File: config.mk
export PLATFORM = sky130hd
export DESIGN_NAME = pulse_accum16
export DESIGN_NICKNAME = d
export VERILOG_FILES = /design/src/rtl/pulse_accum16.sv
export SDC_FILE = /design/constraint.sdc
export NUM_CORES = 1
export LEC_CHECK = 0
export CAP_MARGIN = 20
export CORE_MARGIN = 1
export CORE_UTILIZATION = 45
export CTS_CLUSTER_DIAMETER = 40
export DETAILED_ROUTE_END_ITERATION = 8
export GPL_TIMING_DRIVEN = 0
export PLACE_DENSITY = 0.82
export SYNTH_ARGS = -nofsm -noshare
export SYNTH_HDL_FRONTEND = slang
export SYNTH_SLANG_ARGS = --single-unit
File: constraint.sdc
create_clock -name clk -period 3.3 [get_ports clk]
set_clock_uncertainty 0.05 [all_clocks]
set_input_delay 0.33 -clock clk [delete_from_list [all_inputs] [get_ports clk]]
set_output_delay 0.33 -clock clk [all_outputs]
set_load 0.05 [all_outputs]
File: src/rtl/pulse_accum16.sv
module pulse_accum16 #(
  parameter int SEG_W = 8
) (
  input  logic               clk,
  input  logic               rst_n,
  input  logic [1:0]         bus_addr,
  input  logic               bus_wr,
  input  logic               bus_rd,
  input  logic [1:0]         bus_be,
  input  logic [2*SEG_W-1:0] bus_wdata,
  output logic [2*SEG_W-1:0] bus_rdata,
  input  logic               pa_pin,
  input  logic               tick_en,
  output logic               irq
);
  localparam int CNT_W = 2 * SEG_W;
  localparam logic [SEG_W-1:0] SEG_MAX = '1;
  localparam logic [CNT_W-1:0] CNT_MAX = '1;

  logic [6:0]       ctrl;
  logic [CNT_W-1:0] cnt;
  logic             ovf_f, edg_f;
  logic [2:0]       sync;

  wire en     = ctrl[0];
  wire gated  = ctrl[1];
  wire pol    = ctrl[2];
  wire maxm   = ctrl[3];
  wire fclr   = ctrl[4];
  wire edg_ie = ctrl[5];
  wire ovf_ie = ctrl[6];

  wire rise     = sync[1] & ~sync[2];
  wire fall     = ~sync[1] & sync[2];
  wire act_edge = pol ? rise : fall;
  wire trail    = pol ? fall : rise;
  wire gate_on  = (sync[1] == pol);

  wire inc      = en & (gated ? (tick_en & gate_on) : act_edge);
  wire edge_evt = en & (gated ? trail : act_edge);

  wire [SEG_W-1:0] hi = cnt[CNT_W-1:SEG_W];
  wire [SEG_W-1:0] lo = cnt[SEG_W-1:0];
  wire hi_full  = (hi == SEG_MAX);
  wire ovf_evt  = inc & hi_full & (maxm | (lo == SEG_MAX));

  wire sel_flg  = (bus_addr == 2'd1);
  wire sel_cnt  = (bus_addr == 2'd2);
  wire wr_cnt   = bus_wr & sel_cnt;
  wire fast_hit = fclr & (bus_wr | bus_rd) & sel_cnt;
  wire clr_ovf  = (bus_wr & sel_flg & bus_wdata[1]) | fast_hit;
  wire clr_edg  = (bus_wr & sel_flg & bus_wdata[0]) | fast_hit;

  logic [SEG_W-1:0] lo_p1;
  logic [CNT_W-1:0] cnt_inc, cnt_nxt;

  always_comb begin
    lo_p1   = lo + 1'b1;
    cnt_inc = cnt;
    if (inc) begin
      if (maxm && hi_full) cnt_inc = {SEG_MAX, lo_p1};
      else                 cnt_inc = cnt + 1'b1;
    end
    cnt_nxt = cnt_inc;
    if (wr_cnt) begin
      if (bus_be[1]) cnt_nxt[CNT_W-1:SEG_W] = bus_wdata[CNT_W-1:SEG_W];
      if (bus_be[0]) cnt_nxt[SEG_W-1:0]     = bus_wdata[SEG_W-1:0];
    end
  end

  always_ff @(posedge clk or negedge rst_n) begin
    if (!rst_n) begin
      ctrl  <= '0;
      cnt   <= '0;
      ovf_f <= 1'b0;
      edg_f <= 1'b0;
      sync  <= '0;
    end else begin
      sync  <= {sync[1:0], pa_pin};
      cnt   <= cnt_nxt;
      ovf_f <= (ovf_f & ~clr_ovf) | ovf_evt;
      edg_f <= (edg_f & ~clr_edg) | edge_evt;
      if (bus_wr && bus_addr == 2'd0) ctrl <= bus_wdata[6:0];
    end
  end

  always_comb begin
    case (bus_addr)
      2'd0:    bus_rdata = CNT_W'(ctrl);
      2'd1:    bus_rdata = CNT_W'({ovf_f, edg_f});
      2'd2:    bus_rdata = cnt;
      default: bus_rdata = '0;
    endcase
  end

  assign irq = (ovf_f & ovf_ie) | (edg_f & edg_ie);


  wrap_ovf_chk: assert property (@(posedge clk) disable iff (!rst_n)
    inc && !maxm && cnt == CNT_MAX && !wr_cnt |=> ovf_f && cnt == '0);

  max_hold_chk: assert property (@(posedge clk) disable iff (!rst_n)
    inc && maxm && hi_full && !wr_cnt |=> cnt[CNT_W-1:SEG_W] == SEG_MAX && ovf_f);

  idle_hold_chk: assert property (@(posedge clk) disable iff (!rst_n)
    !en && !wr_cnt |=> $stable(cnt));

  edge_flag_chk: assert property (@(posedge clk) disable iff (!rst_n)
    edge_evt |=> edg_f);

  w1c_ovf_chk: assert property (@(posedge clk) disable iff (!rst_n)
    bus_wr && sel_flg && bus_wdata[1] && !ovf_evt |=> !ovf_f);
endmodule

## Word level (Yosys, flattened, before mapping)

Index checks and enable logic that the tools add are counted.
Widths: inputs -> output; s select.

| operators by class | value |
|---|---|
| $add $sub $neg | 2 |
| equality and inequality tests | 5 |
| muxes and demuxes | 10 |
| bitwise logic cells | 28 |
| reductions and logical operators | 3 |

Operator list:

| operator | count |
|---|---|
| $mux 16 | 3 |
| $pmux 16 s3 | 1 |
| $and 1x1->1 | 17 |
| $add 16x1->16 const B | 1 |
| $eq 8x8->1 const B | 2 |
| $mux 8 | 2 |
| $add 8x1->8 const B | 1 |
| $or 1x1->1 | 7 |
| $mux 1 | 4 |
| $not 1->1 | 4 |
| $eq 2x1->1 const B | 1 |
| $eq 2x2->1 const B | 1 |
| $logic_and 1x1->1 | 2 |
| $logic_not 2->1 | 1 |
| $eq 1x1->1 | 1 |

| storage, ports and cells | value |
|---|---|
| register bits after elaboration | 28 |
| bits of input ports | 26 |
| output and inout bits | 17 |
| word-level logic and storage cells | 53 |

## Depth between registers and ports, before layout

| depth | value |
|---|---|
| depth in word-level cells | 8 |
| mapped depth | 7 |
| gate-level depth less buffers | 5 |

## Worst setup path before layout

OpenSTA, ideal clock, no wires.

| timing | value |
|---|---|
| path kind | input -> output |
| from | in bus_addr[0] |
| to | out bus_rdata[1] |
| data arrival time | 1.703 ns |
| data required time | 2.920 ns |
| slack | 1.217 ns |
| stages on the path | 3 |
| path buffers | 1 |
| cells stage by stage | buf_2 -> mux2i_1 -> o21ai_0 |

| between the ends | value |
|---|---|
| cells in the longest elaborated chain, start to end | 2 |
| elaborated cells between the ends (all ways) | 4 |
| classes of those cells | eq/ne (2); mux (1); reduce/logical (1) |

RTL lines:

| item | RTL line | text |
|---|---|---|
| from (decl) | 6 | `input logic [1:0] bus_addr,` |
| $eq 2x2->1 (tied with other cells) | 88 | `case (bus_addr)` |
| $pmux 16 s3 * | 88 |  |
| to (decl) | 11 | `output logic [2*SEG_W-1:0] bus_rdata,` |

Every way passes the cells marked *; elsewhere a longest branch is shown, timed or not.

## Worst setup path after layout

| timing | value |
|---|---|
| from | in bus_addr[1] |
| to | out bus_rdata[0] |

The elaborated chain is that of the path after synthesis.

==> results.tsv <==
metric	value	unit
drtAntennaViolNets	0	
postCtsHoldBufs	0	
grt_usage	23.0	%
crit_fanout	10	
ys_seq_area_share	41.0	%
numCtsBuffers	3	
worstPathRequired	2.92	ns
slew_violations	0	
area_growth	30.2	%
post-route-period-util	85.9	%
first_pass_iters	4	
drv_cap	0	
cts_sinks	28	
io_pins	43	
cp-end-kind	output pin	
die_x	63.7	um
critPathLaunchType	primary input	
synth_xor_area_share	4.54	%
path_cells	buf_2 -> nor2b_1 -> clkbuf_1 -> nand2_1 -> o21ai_0 -> clkdlybuf4s50_1	
rows	22	
num_antenna_cells	0	
die_h	63.7	um
clockBufferDepth	2	
critical_path_class	primary input to output pin	
avgSynthCellArea	9.25	um^2
start_util	46.7	%
power_density	560	mW/mm^2
hold_violations	0	
grt_max_degree	22	
grt_pass1_wl	7110	um
grt_pass1_vias	1468	
clock_power_share	15.2	%
dp_cells	274	
p_comb_share	39.9	%
r2r-start	ctrl[2]	
p_switching	0.000507	W
ys_types	45	
max_slew_margin	55.2	%
p_int	0.000739	W
clockRootBuffer	clkbuf_8	
drive_gt1_share	9.17	%
yosysWarningCount	0	
core_area	0.00366	mm^2
post-dp-hpwl	3290	um
fp.dieArea	0.00405	mm^2
ir_drop	302	uV
io_buffers	40	
antenna_found_initial	0	
critPathSlowestCell	clkdlybuf4s50_1	
grt_overflow_total	0	
synth_mux_area_share	8.05	%
routed-via-count	1615	
drc	0	
synth_compound_area_share	16.4	%
hp-class	primary input to async pin	
ys_ff_latch	28	
max_stage_delay	0.83	ns
clock_latency	0.28	ns
h-tree-depth	1	
synth_top_family_by_area	simple AND/OR/NAND/NOR gates	
status	finished clean	
clock.fmax	353	MHz
routedWlPerCell	16.1	um
power_frac_seq	44.9	%
yosys.area_share.simple	26.8	%
postCtsSetupBuffers	0	
critPathCapture	bus_rdata[0]	
rsz0062_at_grt	false	
syn_inst	185	
swShare	40.7	%
r2r_end	cnt[15]	
min_period	2.83	ns
power.static_leakage	0.897	nW
clk_pin_slew_worst_paths	0.10	ns
synth-edff-count	0	
critPathLaunch	bus_addr[1]	
critPathArrivalTime	2.45	ns
ctsResizeCount	0	
wirelength	4460	um
synth_ff_type	dfrtp_1	
fillers	342	
synthAdderAreaFrac	0.732	%
routabilityCongestion	0.862	
drt-initial-drc-count	100	
num-nets-final	258	
synthArstFlopShare	100	%
tightest_slew	0.669	ns
stdcell_count	277	
reg2reg_depth	6	
syn_nets	212	
fin_util	60.8	%
vias_per_cell	5.83	
setup_tns	0	ns
synth_area	0.00171	mm^2
cts_tree	done	
setup_viol	0	
r2r_setup_slack	1.25	ns
-- cells in the final DEF (no fill, tap or decap), types with 2 or more instances in the layout --
cell type and n:
a21oi_1 13, a31oi_1 4, and2_1 10, and3_1 5, and3b_1 2, and4_1 2, and4b_1 3, buf_2 4
clkbuf_1 2, clkbuf_8 3, clkdlybuf4s50_1 40, dfrtp_1 28, mux2_2 6, mux2i_1 7, nand2_1 19, nand3_1 7
nand4_1 3, nor2_1 19, nor2b_1 2, nor3b_1 2, o21ai_0 10, o31ai_1 6, or3_1 2, xnor2_1 6
-- cell type report --
| class | count | area, um^2 | area share [%] |
|---|---|---|---|
| tap | 48 | 60.1 | 2.70 |
| sequential | 28 | 701 | 31.5 |
| inverter | 1 | 3.75 | 0.169 |
| clock buffer | 3 | 41.3 | 1.85 |
| buffer | 7 | 38.8 | 1.74 |
| multi-input combinational | 149 | 967 | 43.4 |
| timing repair buffer | 41 | 415 | 18.7 |
-- stage by stage --
step                      total power [W]  hold WS [ns]  area (um^2)  setup WS (ns)
after floorplan                  0.000875       -0.0156         1710           1.22
after global routing              0.00132         0.316         2230          0.378
after CTS                         0.00124         0.311         2230          0.512
after detailed placement          0.00106         0.290         2190          0.516
final                             0.00125         0.306         2230          0.466
after global placement            0.00104         0.285         2170          0.508
-- power by group through the flow --
stage	clock network, W	logic [W]	registers, W
floorplan	0	0.000351	0.000524
global placement	0	0.000480	0.000556
detailed placement	0	0.000495	0.000561
CTS	0.000188	0.000499	0.000556
global route	0.000205	0.000539	0.000573
finish	0.000189	0.000498	0.000560
-- kinds of logic after synthesis --
kind of cell | Yosys count
xor gates and xnor gates | 8
DFF | 28
adders and majority gates | 1
buffers and inverters | 8
and+or+nand+nor | 83
AOI/OAI and AO/OA | 44
muxes | 13
-- synth_stat cells, types with 2 or more instances --
cell / number / share of area [%]
and3_1: 5 / 1.8
dfrtp_1: 28 / 41
or3_1: 2 / 0.73
nand2_1: 19 / 4.2
and2_1: 10 / 3.7
nand3_1: 7 / 2.0
and3b_1: 2 / 1.0
buf_2: 4 / 1.2
nand4_1: 3 / 1.1
and4_1: 2 / 1.0
clkbuf_1: 2 / 0.44
xnor2_1: 6 / 3.1
mux2_2: 6 / 3.9
a21oi_1: 13 / 3.8
nor3b_1: 2 / 0.88
mux2i_1: 7 / 4.1
nor2b_1: 2 / 0.73
nor2_1: 19 / 4.2
o31ai_1: 6 / 2.6
o21ai_0: 10 / 2.9
and4b_1: 3 / 1.8
a31oi_1: 4 / 1.5
-- state kept, by name, summed over array words and instances, names as in the netlist --
signal,cells
ctrl,7
sync,3
cnt,16
edg_f,1
ovf_f,1
-- critical path: cells and delay by family --
| kind | cells | cell delay [ns] |
|---|---|---|
| AND/OR/NAND/NOR | 2 | 0.54 |
| buffers and inverters | 3 | 1.47 |
| AO/OA/AOI/OAI | 1 | 0.10 |
-- layer usage --
metal  up-vias  GRT usage, %  share of wire [%]
li1        765             -                  -
met1       789          31.7                 47
met2        54          36.7                 47
met3         7          3.26                5.2
met4         0          7.39                1.5
met5         -             0                  0
-- how the worst min path moves through the flow --
stage	start	cells after the start	end	slack, ns
2_1_floorplan	rst_n	0	cnt[0]	-0.02
3_3_place_gp	sync[0]	0	sync[1]	0.29
3_5_place_dp	sync[0]	0	sync[1]	0.29
4_1_cts	rst_n	1	cnt[3]	0.31
5_1_grt	rst_n	1	cnt[0]	0.32
6_report	rst_n	1	cnt[7]	0.31
Note: power is estimated with default switching activity, not from simulation.
